`src/rtl/pad_cfg_bank_regs.sv`:
```
module pad_cfg_bank_regs #(
  parameter int NBANKS = 2,
  parameter int FSEL_W = 4,
  parameter logic [NBANKS*32-1:0] AVAIL = '1,
  localparam int BW = (NBANKS > 1) ? $clog2(NBANKS) : 1,
  localparam int ADDR_W = BW + 6,
  localparam int NPINS = NBANKS * 32
) (
  input  logic                    clk,
  input  logic                    rst_n,
  input  logic                    we,
  input  logic [ADDR_W-1:0]       addr,
  input  logic [31:0]             wdata,
  output logic [31:0]             rdata,
  output logic [NPINS*FSEL_W-1:0] pad_func,
  output logic [NPINS-1:0]        pad_pu,
  output logic [NPINS-1:0]        pad_pd,
  output logic [NPINS-1:0]        pad_od,
  output logic [NPINS-1:0]        pad_slew,
  output logic [NPINS*2-1:0]      pad_drv
);

  localparam logic [5:0] OFF_PU    = 6'd32;
  localparam logic [5:0] OFF_PD    = 6'd33;
  localparam logic [5:0] OFF_OD    = 6'd34;
  localparam logic [5:0] OFF_SLEW  = 6'd35;
  localparam logic [5:0] OFF_DRV0  = 6'd36;
  localparam logic [5:0] OFF_DRV1  = 6'd37;
  localparam logic [5:0] OFF_AVAIL = 6'd38;

  logic [BW-1:0] bank_idx;
  logic [5:0]    off;
  logic          bank_ok;
  logic          sel_avail;
  logic [NBANKS-1:0] bank_hit;

  logic [FSEL_W-1:0] fsel [NPINS];
  logic [31:0] pu   [NBANKS];
  logic [31:0] pd   [NBANKS];
  logic [31:0] od   [NBANKS];
  logic [31:0] slew [NBANKS];
  logic [63:0] drv  [NBANKS];
  logic [31:0] avail [NBANKS];
  logic [63:0] dmask [NBANKS];

  assign bank_idx = addr[ADDR_W-1:6];
  assign off      = addr[5:0];
  assign bank_ok  = int'(bank_idx) < NBANKS;

  for (genvar b = 0; b < NBANKS; b++) begin : g_bank
    assign avail[b]    = AVAIL[b*32 +: 32];
    assign bank_hit[b] = we && bank_ok && (bank_idx == BW'(b));
    for (genvar p = 0; p < 32; p++) begin : g_pin
      assign dmask[b][2*p +: 2] = {2{AVAIL[b*32+p]}};
      assign pad_func[(b*32+p)*FSEL_W +: FSEL_W] = fsel[b*32+p];
    end
    assign pad_pu[b*32 +: 32]   = pu[b];
    assign pad_pd[b*32 +: 32]   = pd[b] & ~pu[b];
    assign pad_od[b*32 +: 32]   = od[b];
    assign pad_slew[b*32 +: 32] = slew[b];
    assign pad_drv[b*64 +: 64]  = drv[b];
  end

  always_comb begin
    sel_avail = 1'b0;
    for (int b = 0; b < NBANKS; b++)
      if (bank_ok && bank_idx == BW'(b))
        sel_avail = avail[b][off[4:0]];
  end

  always_ff @(posedge clk or negedge rst_n) begin
    if (!rst_n) begin
      for (int i = 0; i < NPINS; i++) fsel[i] <= '0;
      for (int b = 0; b < NBANKS; b++) begin
        pu[b]   <= '0;
        pd[b]   <= '0;
        od[b]   <= '0;
        slew[b] <= '0;
        drv[b]  <= '0;
      end
    end else begin
      for (int b = 0; b < NBANKS; b++) begin
        if (bank_hit[b]) begin
          if (!off[5] && avail[b][off[4:0]])
            fsel[b*32 + int'(off[4:0])] <= wdata[FSEL_W-1:0];
          case (off)
            OFF_PU:   pu[b]         <= wdata & avail[b];
            OFF_PD:   pd[b]         <= wdata & avail[b];
            OFF_OD:   od[b]         <= wdata & avail[b];
            OFF_SLEW: slew[b]       <= wdata & avail[b];
            OFF_DRV0: drv[b][31:0]  <= wdata & dmask[b][31:0];
            OFF_DRV1: drv[b][63:32] <= wdata & dmask[b][63:32];
            default: ;
          endcase
        end
      end
    end
  end

  always_comb begin
    rdata = '0;
    for (int b = 0; b < NBANKS; b++) begin
      if (bank_ok && bank_idx == BW'(b)) begin
        if (!off[5]) rdata = 32'(fsel[b*32 + int'(off[4:0])]);
        else begin
          case (off)
            OFF_PU:    rdata = pu[b];
            OFF_PD:    rdata = pd[b];
            OFF_OD:    rdata = od[b];
            OFF_SLEW:  rdata = slew[b];
            OFF_DRV0:  rdata = drv[b][31:0];
            OFF_DRV1:  rdata = drv[b][63:32];
            OFF_AVAIL: rdata = avail[b];
            default:   rdata = '0;
          endcase
        end
      end
    end
  end

  AST_RESET_CLEAR: assert property (@(posedge clk) disable iff (!rst_n)
    $rose(rst_n) |-> (pad_func == '0 && pad_pu == '0 && pad_pd == '0 &&
                      pad_od == '0 && pad_slew == '0 && pad_drv == '0));

  AST_OOB_QUIET: assert property (@(posedge clk) disable iff (!rst_n)
    (we && !bank_ok) |=> ($stable(pad_func) && $stable(pad_pu) && $stable(pad_pd) &&
                          $stable(pad_od) && $stable(pad_slew) && $stable(pad_drv)));

  AST_ABSENT_FSEL_HOLD: assert property (@(posedge clk) disable iff (!rst_n)
    (we && bank_ok && !off[5] && !sel_avail) |=> $stable(pad_func));

  AST_PULL_PRIORITY: assert property (@(posedge clk) disable iff (!rst_n)
    (pad_pu & pad_pd) == '0);

  AST_AVAIL_RO: assert property (@(posedge clk) disable iff (!rst_n)
    (we && off == OFF_AVAIL) |=> ($stable(pad_func) && $stable(pad_pu) && $stable(pad_pd) &&
                                  $stable(pad_od) && $stable(pad_slew) && $stable(pad_drv)));

  AST_UNUSED_QUIET: assert property (@(posedge clk) disable iff (!rst_n)
    (we && off > OFF_AVAIL) |=> ($stable(pad_func) && $stable(pad_pu) && $stable(pad_pd) &&
                                 $stable(pad_od) && $stable(pad_slew) && $stable(pad_drv)));

endmodule

```
`config.mk`:
```
export PLATFORM = sky130hd
export DESIGN_NAME = pad_cfg_bank_regs
export DESIGN_NICKNAME = d
export VERILOG_FILES = /design/src/rtl/pad_cfg_bank_regs.sv
export SDC_FILE = /design/constraint.sdc
export NUM_CORES = 1
export LEC_CHECK = 0
export ABC_CLOCK_PERIOD_IN_PS = 2200
export BUFFER_PORTS_ARGS = -buffer_cell sky130_fd_sc_hd__buf_2
export CAP_MARGIN = 20
export CORE_AREA = 2 2 275 277
export CTS_CLUSTER_SIZE = 14
export DETAILED_ROUTE_END_ITERATION = 8
export DIE_AREA = 0 0 277 279
export PLACE_DENSITY = 0.6
export SLEW_MARGIN = 20
export SYNTH_ARGS = -nofsm -noshare
export SYNTH_HDL_FRONTEND = slang
export SYNTH_SLANG_ARGS = --single-unit
```
`constraint.sdc`:
```
create_clock -name clk -period 2.2 [get_ports clk]
set_input_delay 0.11 -clock clk [delete_from_list [all_inputs] [get_ports clk]]
set_output_delay 0.11 -clock clk [all_outputs]
set_load 0.02 [all_outputs]
```
# Word level (Yosys, flattened, before mapping)
# Memories as Yosys holds them, arrays and structs flattened.
# Cells that the tools add are included.
# totals
mem_bits_ro	32
latch_bits	0
wordCells	137
ramBits	0
reg_bits	640
n_memories	1
# classes
order_cmp	5
reduce_logical	18
bitwise_logic	7
div	0
n_eq_ne	7
n_mux	22
multipliers	0
shift	0
addsub	1
# memory_table
name	words	width	read_ports	rd_clocked_by_memory_dff	write_ports	line	source
(name not given)	32	1	1	0	0	84	if (!off[5] && avail[b][off[4:0]])
# ops
op	count
$mux 256	4
$bwmux 256	2
$pmux 32 s7	2
$mux 32	3
$and 32x32->32	2
$ge 32x7->1 const B	2
$lt 32x1->1 const B	2
$not 32->32	2
$bmux 4 s6	2
$demux 4 s6	2
$eq 6x6->1 const B	7
$not 5->32	1
$not 7->32	1
$mux 4	6
$reduce_and 2->1	12
$add 6x5->7 const A	1
$lt 5x6->1 const B	1
$logic_and 1x1->1	5
$logic_not 1->1	1
$mux 1	1
$not 1->1	1

# Logic depth before layout (Yosys ltp)
# Gate-level depths: netlist of run 1.
# depth
ltp_word	11
depth_mapped	10
ltp_nobuf	6

# Worst setup path after synthesis of run 1
# No wires, ideal clock.
# synth_path
kind	register to output
startpoint	register fsel (netlist bit pad_func[190])
endpoint	output port rdata[2]
setup_slack_ns	0.215
stages_incl_launch_ff	7
path_buffers	0
required_time_ns	2.090
arrival_time_ns	1.875
path_cell_list	dfrtp_1 mux4_2 mux2_2 a21oi_1 o21ai_1 and3_1 a211o_1
# synth_via
elab_chain_len	5
# synth_rtl
item	line	source
from (decl)	37	logic [FSEL_W-1:0] fsel [NPINS];
from (signal, indexed assignment)	85	fsel[b*32 + int'(off[4:0])] <= wdata[FSEL_W-1:0];
$bmux 4 s6	104	if (!off[5]) rdata = 32'(fsel[b*32 + int'(off[4:0])]);
$mux 4 (not written as such) (2 in a row)	104	
$mux 32	104	
$mux 32 (*)	103	if (bank_ok && bank_idx == BW'(b)) begin
to (decl)	14	output logic [31:0] rdata,
# Mark *: on every way between the ends. The rest lies on a longest branch, timed or not. The select of a mux whose other input is x is not followed.

# Worst setup path in the final report of run 1
# layout_path
startpoint	register fsel (netlist bit pad_func[170])
endpoint	output port rdata[2]
# Same word-level chain as after synthesis.

==> results of run 1 <==
## registers in the layout, indices dropped and copies added (netlist names)
signal    count
pad_od       64
pd           64
pad_func    256
pad_drv     128
pad_slew     64
pad_pu       64
## how the worst max path moves through the flow
stage                          to  slack (ns)  depth (start not counted)
floorplan                rdata[2]        0.21                          6
global placement    pad_func[244]       -0.31                          8
detailed placement       rdata[2]       -0.34                         11
CTS                      rdata[3]       -0.51                          6
global route             rdata[2]       -0.54                          7
finish                   rdata[2]       -0.48                          7
## metrics by stage
stage,TNS (ns),cell area (sq um)
final,-1.62,38800
after floorplan,0,29200
after global placement,-7.85,35500
after detailed placement,-16.59,35500
after CTS,-1.76,38500
after global routing,-1.94,38800
## cell type report
class | count | area [sq um] | share of cell area, %
well taps | 969 | 1210 | 3.13
repair buffers | 965 | 6470 | 16.7
flip-flops and latches | 640 | 16000 | 41.3
clock inverters | 29 | 449 | 1.16
multi-input cells | 1308 | 12500 | 32.3
clock buffers | 102 | 2100 | 5.40
inverters | 2 | 7.51 | 0.0194
## what timing repair did
item / 4_1_cts / 5_1_grt
setup endpoints to repair: 28 / 22
pin swaps: 7 / 12
hold endpoints to repair: 423 / 0
hold buffers: 29 / 0
gates cloned: 0 / 2
gates resized for setup: 38 / 33
setup buffers: 12 / 8
## report_power, final
part	switching, mW	leakage [nW]	internal [mW]
Clock	5.18	1.24	7.68
Sequential	1.02	8.71	12.7
Combinational	3.22	10.3	2.05
Total	9.43	20.2	22.5
## cells by family after synthesis
logic type	Yosys count	share of synthesized area (%)
multiplexers	725	29.6
flip-flops	640	54.9
AND/OR/NAND/NOR	322	5.81
AO/OA/AOI/OAI	261	6.73
buffers and inverters	188	2.97
## layout by cell type, fill, tap and decap left out, drive strengths merged, types with 2 or more instances in the layout
| master | n |
|---|---|
| a211o | 2 |
| and3 | 26 |
| nand4 | 21 |
| o21ai | 5 |
| a211oi | 5 |
| bufinv | 8 |
| clkinvlp | 3 |
| dlygate4sd3 | 29 |
| a41oi | 2 |
| inv | 7 |
| a32oi | 2 |
| clkinv | 13 |
| nor2b | 76 |
| o2111ai | 2 |
| nor3 | 6 |
| a22oi | 102 |
| nand3b | 3 |
| a221oi | 36 |
| a222oi | 28 |
| nor3b | 2 |
| nand3 | 33 |
| mux2 | 643 |
| nand2b | 7 |
| o22ai | 6 |
| dfrtp | 640 |
| and2 | 7 |
| a2111oi | 3 |
| mux4 | 47 |
| nor2 | 45 |
| or2 | 5 |
| o211ai | 5 |
| nand2 | 83 |
| a21oi | 37 |
| clkbuf | 105 |
| mux2i | 35 |
| a31oi | 19 |
| buf | 933 |
## worst max-delay path, stage by stage, from the launching register on
cell	delay, ns
sky130_fd_sc_hd__dfrtp_1	0.38
sky130_fd_sc_hd__mux4_2	0.50
sky130_fd_sc_hd__mux2_4	0.29
sky130_fd_sc_hd__a21oi_2	0.13
sky130_fd_sc_hd__o21ai_2	0.08
sky130_fd_sc_hd__and3_4	0.17
sky130_fd_sc_hd__a211o_1	0.24
sky130_fd_sc_hd__buf_6	0.14
## per-layer routing
metal  global-route usage, %  up-vias
li1                        -     9691
met1                    36.3    12200
met2                    49.8     1208
met3                    8.77      254
met4                    13.7        4
met5                       0        -
==> results.txt, run 1 <==
The run finished, with violations left. The checks that failed: negative setup slack. The y dimension of the die came out at 279 um. The tools report the nature of the critical path endpoint as a primary output. The detailed-route vias per instance was 5.81; the maximum clock rate was 374 MHz.

Count of different cell masters after synthesis: 55. The async set-or-reset flop fraction in the synthesized netlist is 100%, and the area growth from synthesis to final layout is 32.9%. For the routed length on met1, the log shows 45100 um. In the final layout, the share of cells above drive strength 1 is 58.9%.

The type of the most critical hold path is primary input to async pin. Among all flip-flop cells after synthesis, the most frequent one is sky130_fd_sc_hd__dfrtp_1. The final antenna-violating net count is 0, and the cell count after synthesis is 2136. Hold is met by 0.113 ns. In this run the critical register-to-register path is captured at pad_func[229].

The logs give 0 for the final number of max-transition violations and 77300 sq um for the area of the die. The final-layout fill cell count is 6488. The clock reaches the later pin of the worst-skew pair after 0.60 ns. Summing every instance area after synthesis gives 29200 sq um. By area the synthesized netlist is led by sky130_fd_sc_hd__dfrtp_1, sky130_fd_sc_hd__mux2_2, sky130_fd_sc_hd__mux4_2, sky130_fd_sc_hd__a22oi_1, sky130_fd_sc_hd__nor2b_1. The remaining routing DRC violations is 0. The run gives 10300 um as the wire length on met3.

Global routing finished with a remaining overflow of 0. After detailed routing, the met2 layer carries 57500 um of wire. After detailed routing, no signal wire sits above met5. The longest clock path from root to sink contains 3 buffers. The tools report the headroom to the max-slew limit as 37.3%. Setup violations remaining at the end of the flow were counted as 4. A synthesized cell averages 13.7 sq um.

The tool flagged a number of max-cap violations equal to 0. TritonCTS created 73 clock buffers. The standby leakage power was 20.2 nW; the weighted congestion reported at the end of routability-driven placement was 0.978. Wires add up to 119000 um.

After synthesis, flip-flops and latches occupy 54.9% of the total area. In this run the worst setup path begins at pad_func[170]. For the number of antenna diodes, the log shows 0. Counting flops with a built-in enable in the synthesized netlist gives 0. The run gives 3 as the initial antenna violation count. The run gives 0 ns as the worst clock skew. The routed layout has 23300 vias. STA puts the critical path data required time at 2.09 ns. The run gives 640 as the clock sink count.

The tools report the total chip power as 31.9 mW. The tools report the effective utilization at floorplan as 39.4%. The setup path with the least slack is of type flip-flop to primary output. In the final routed layout, each cell accounts on average for 29.6 um. The run gives 4015 as the non-filler instance count after layout. At the pin with the least slew margin, the transition time is 0.940 ns. The initialized floorplan defines 100 standard-cell rows.

The clock tree synthesis step divided the H-tree into 3 levels. Clock-pin slew was measured on the worst setup and hold paths at 0.06 ns. The post-route fraction of the period consumed by the critical path is 122%.

The post-synth net total is 2178. The smallest clock period supported by the final layout is computed as 2.68 ns. For the worst setup path, the data arrival time is 2.57 ns. Detailed placement ended at an HPWL of 87900 um. Number of instances in the placed design: 3834.

Of the post-synthesis cell area, the dominant cell type holds 54.9%. Sorting the synthesized cells by how often they occur yields sky130_fd_sc_hd__dfrtp_1, sky130_fd_sc_hd__mux2_2, sky130_fd_sc_hd__a22oi_1. TritonCTS built the clock tree. The first routing iteration left 1873 violations. The number of global-route vias before repair is 24200. Yosys instantiated no cell more often than sky130_fd_sc_hd__dfrtp_1. The first global-routing pass estimated 172000 um of wire. After synthesis the netlist holds a flip-flop and latch count of 640. The startpoint of the worst register-to-register path is pad_func[229]. After the last flow step, the layout net total stands at 3032. The largest total area in the synthesized netlist belongs to sky130_fd_sc_hd__dfrtp_1.

Global routing used 30.1% of the available tracks. VDD sags by at most 0.739 mV. The core region is 74100 sq um. STA classifies the critical path startpoint as a flip-flop. Counting cells, the worst reg-to-reg path comes to 3. The slack of the critical path was -0.476 ns. Prior to clock tree synthesis, the placed netlist has a worst setup slack of -0.337 ns. For flop-to-flop paths, the worst setup slack is 1.19 ns. Setup repair after global routing could not meet its margin everywhere. Root buffer selected by CTS: sky130_fd_sc_hd__clkbuf_16. The Yosys step of the flow raised 0 warnings. Cells fill 52.4% of the core in the end. The die is 277 um wide. The number of buffer cells added on primary ports is 713, and the power per cell area is 823 nW/um^2.

The tools report the number of endpoints with negative hold slack in the final report as 0. The peak fanout along the critical path is 2. The run gives 77 as the maximum number of pins on one net before global-route repair. 714 I/O pins were placed. The tools report the detailed-router iteration count before antenna repair as 8.
Note: power is estimated with default switching activity, not from simulation.
==> run 2, diff against run 1 <==
==> config.mk (replaced) <==
export PLATFORM = sky130hd
export DESIGN_NAME = pad_cfg_bank_regs
export DESIGN_NICKNAME = d
export VERILOG_FILES = /design/src/rtl/pad_cfg_bank_regs.sv
export SDC_FILE = /design/constraint.sdc
export NUM_CORES = 1
export LEC_CHECK = 0
export ABC_CLOCK_PERIOD_IN_PS = 2420
export BUFFER_PORTS_ARGS = -buffer_cell sky130_fd_sc_hd__buf_2
export CAP_MARGIN = 20
export CORE_AREA = 2 2 278 280
export CTS_CLUSTER_SIZE = 14
export DETAILED_ROUTE_END_ITERATION = 8
export DIE_AREA = 0 0 280 282
export PLACE_DENSITY = 0.61
export SLEW_MARGIN = 20
export SYNTH_ARGS = -nofsm -noshare
export SYNTH_HDL_FRONTEND = slang
export SYNTH_SLANG_ARGS = --single-unit
==> constraint.sdc (replaced) <==
create_clock -name clk -period 2.42 [get_ports clk]
set_input_delay 0.121 -clock clk [delete_from_list [all_inputs] [get_ports clk]]
set_output_delay 0.121 -clock clk [all_outputs]
set_load 0.02 [all_outputs]
==> run 2 against run 1 <==
Sequential share of layout area is 0.62 points higher; clock skew stayed put; global-route usage shrank 0.60 points; critical endpoint unchanged; the run still ends with negative setup slack left; worst hold slack lost 0.072 ns; cell area fell by 1.5%.
==> results.txt, run 2 (same netlist as run 1, synthesis figures left out) <==
The logs give 2984 for the layout net count and 12500 sq um for the footprint of the multi-input gates. The CTS clock-pin slew for the worst setup and hold paths came out at 0.06 ns. Across every metal layer, demand over resource in global routing totals 29.5%. Detailed placement HPWL: 87800 um. The run gives 3790 as the number of instances in the placed design. For the initial antenna violation count, the log shows 5.

The transition time at the pin with the least slew margin came out at 0.935 ns. For the slack of the critical path, the log shows -0.261 ns. The die covers 79000 sq um.

The run gives 2.30 ns as the critical path required time. Number of endpoints with negative hold slack in the final report: 0. Of all nets on the critical path, the largest fanout is 2.

After layout, the minimum clock period comes to 2.68 ns. The logs give 101 for the site row count and 37.7% for the headroom to the max-slew limit. TritonCTS created 73 clock buffers. Setup repair after global routing could not meet its margin everywhere. In this run the standard cell core region covers 75700 sq um. Dividing the detail-routed via count by the number of cells gives 5.93. The share of cells above drive strength 1 works out to 58.0%.

In this run the remaining antenna-violating nets after routing total 0. The clock sink count came out at 640. The number of global-route vias before repair is 23600. The filler cells instantiated in the layout total 6614.

Routed wire length: 120000 um. During I/O placement, the number of pins put on the boundary was 714. Once the floorplan was initialized, standard cells occupied 38.6% of the core. Detail-routed net length per standard cell: 30.0 um.

The final worst hold slack was 0.0407 ns; the wire length of the first global-routing pass was 171000 um. The flow ran to the end, but the final reports show violations. Across the VDD grid, the largest voltage drop is 0.626 mV. The final critical path takes up 111% of the cycle.

The sequential cells in the finished layout cover a total of 16000 sq um. The critical path goes through mux4_2 -> mux2_4 -> a21oi_2 -> o21ai_2 -> and3_4 -> a211o_1 -> buf_6. The type of the most critical hold path is primary input to async pin.

In this run, the number of DRC markers left after iteration 0 of detailed routing was 2171. Counting cells, the worst reg-to-reg path comes to 3. The tools report the root buffer selected by CTS as sky130_fd_sc_hd__clkbuf_16. The detailed-router iteration count before antenna repair was 7; the final cell area excluding filler cells was 38200 sq um. Measured along the y axis, the die boundary spans 282 um. Setup violations remaining at the end of the flow were counted as 4. The area growth from synthesis to layout is 30.9%. The width of the die came out at 280 um.

TritonCTS built the clock tree. Entering global routing, the biggest net connects 104 pins. Kind of start point of the critical path: a flip-flop. At the end of routability-driven placement, the weighted congestion stood at 0.932. At the worst endpoint, the arrival time is 2.56 ns.

Via count: 23600. The total grt overflow is 0. The number of max-capacitance violations reported came out at 0. The run gives 34900 sq um as the post-detailed-placement cell area. Leaving out fill and tap cells, the most frequent cell in the layout is sky130_fd_sc_hd__buf_2.

The final reports fail on negative setup slack. In this run the power density over the cells is 765 nW/um^2. Summed over all cells, the static leakage comes to 19.9 nW. In the routed design, unresolved DRC markers number 0. For the total chip power, the log shows 29.2 mW. The maximum cell stage delay along the critical path works out to 0.50 ns. On the final layout, the worst clock skew is 0 ns. The finished layout holds 3981 standard cells, fillers aside. The final number of max-transition violations is 0. The clock passes through at most 3 buffers. The critical path in this run is classified as flip-flop to primary output. The register with the most flip-flops in the layout has 256 of them. The number of buffer cells added on primary ports is 713. Summed over all failing endpoints, the final setup total negative slack is -0.673 ns. The maximum level of the CTS H-tree was 3; the maximum clock rate was 373 MHz. The library cells used most frequently in the layout, excluding fill and tap cells, are sky130_fd_sc_hd__buf_2, sky130_fd_sc_hd__dfrtp_1, sky130_fd_sc_hd__mux2_2, sky130_fd_sc_hd__buf_4, sky130_fd_sc_hd__a22oi_1. The worst setup path is captured at a primary output. The later pin in the worst-skew pair is clocked with a latency of 0.63 ns.

The slowest cell on the critical path was sky130_fd_sc_hd__mux4_2.
run 2: cell types whose count changed in the layout (fill, tap and decap cells not counted), moves of 3 or more:
cell                        change
sky130_fd_sc_hd__diode_2        +3
sky130_fd_sc_hd__a21oi_2        -6
sky130_fd_sc_hd__buf_6          -6
sky130_fd_sc_hd__buf_2         +13
sky130_fd_sc_hd__clkbuf_8       +3
sky130_fd_sc_hd__buf_4         -37
sky130_fd_sc_hd__clkinv_16      +3
sky130_fd_sc_hd__buf_12        -13
sky130_fd_sc_hd__a21oi_1        +6
sky130_fd_sc_hd__inv_6          -3
run 2: path summary, 6_finish.rpt:
kind	startpoint	end	slack [ns]
max	pad_func[174]	rdata[2]	-0.26
min	rst_n	pd[17]	0.04
max reg2reg	pad_func[174]	pad_func[174]	1.42
min reg2reg	pad_od[38]	pad_od[38]	0.53
max in group asynchronous	rst_n	pad_od[37]	1.32
min in group clk	wdata[3]	pad_func[127]	0.13
run 2: per-layer routing:
metal  part of all wire (%)  track usage (%)  vias up  wire [um]
li1                       -                -     9590          -
met1                     38             36.4    12400      45100
met2                     48             48.9     1393      57800
met3                    9.7             8.31      257      11600
met4                    4.3             11.7        0       5110
met5                      0                0        -          0
run 2: critical path, delay by kind of cell (launching register included):
family          cells  cell delay (ns)
mux                 2             0.79
buf+inv             1             0.14
flops               1             0.38
compound gates      3             0.46
simple gates        1             0.16
run 2: metrics by stage:
stage	setup slack [ns]	util [%]
6_report	-0.261	50.5
5_1_grt	-0.330	50.5
4_1_cts	-0.291	50.4
3_5_place_dp	0.0975	46.2
3_3_place_gp	0.0885	46.2
2_1_floorplan	0.424	-
run 2: cell type report:
type | count | area share, %
diodes | 3 | 0.0196
clock buffers | 105 | 5.59
clock inverters | 28 | 1.29
inverters | 2 | 0.0196
multi-input cells | 1308 | 32.7
flip-flops and latches | 640 | 41.9
well taps | 978 | 3.20
repair buffers | 917 | 15.3
run 2: power by group:
| part | switching [mW] | leakage [nW] | internal, mW | total (mW) |
|---|---|---|---|---|
| clock | 4.82 | 1.28 | 7.10 | 11.9 |
| combinational | 2.96 | 9.96 | 1.83 | 4.79 |
| sequential | 0.922 | 8.70 | 11.6 | 12.5 |
| total | 8.70 | 19.9 | 20.5 | 29.2 |
run 2: what timing repair did:
item / 4_1_cts / 5_1_grt
hold buffers: 29 / 0
cloned: 0 / 0
setup buffers: 24 / 2
pin swaps: 10 / 5
endpoints found under the hold margin: 654 / 0
endpoints found under the setup margin: 4 / 11
gates resized for setup: 31 / 5
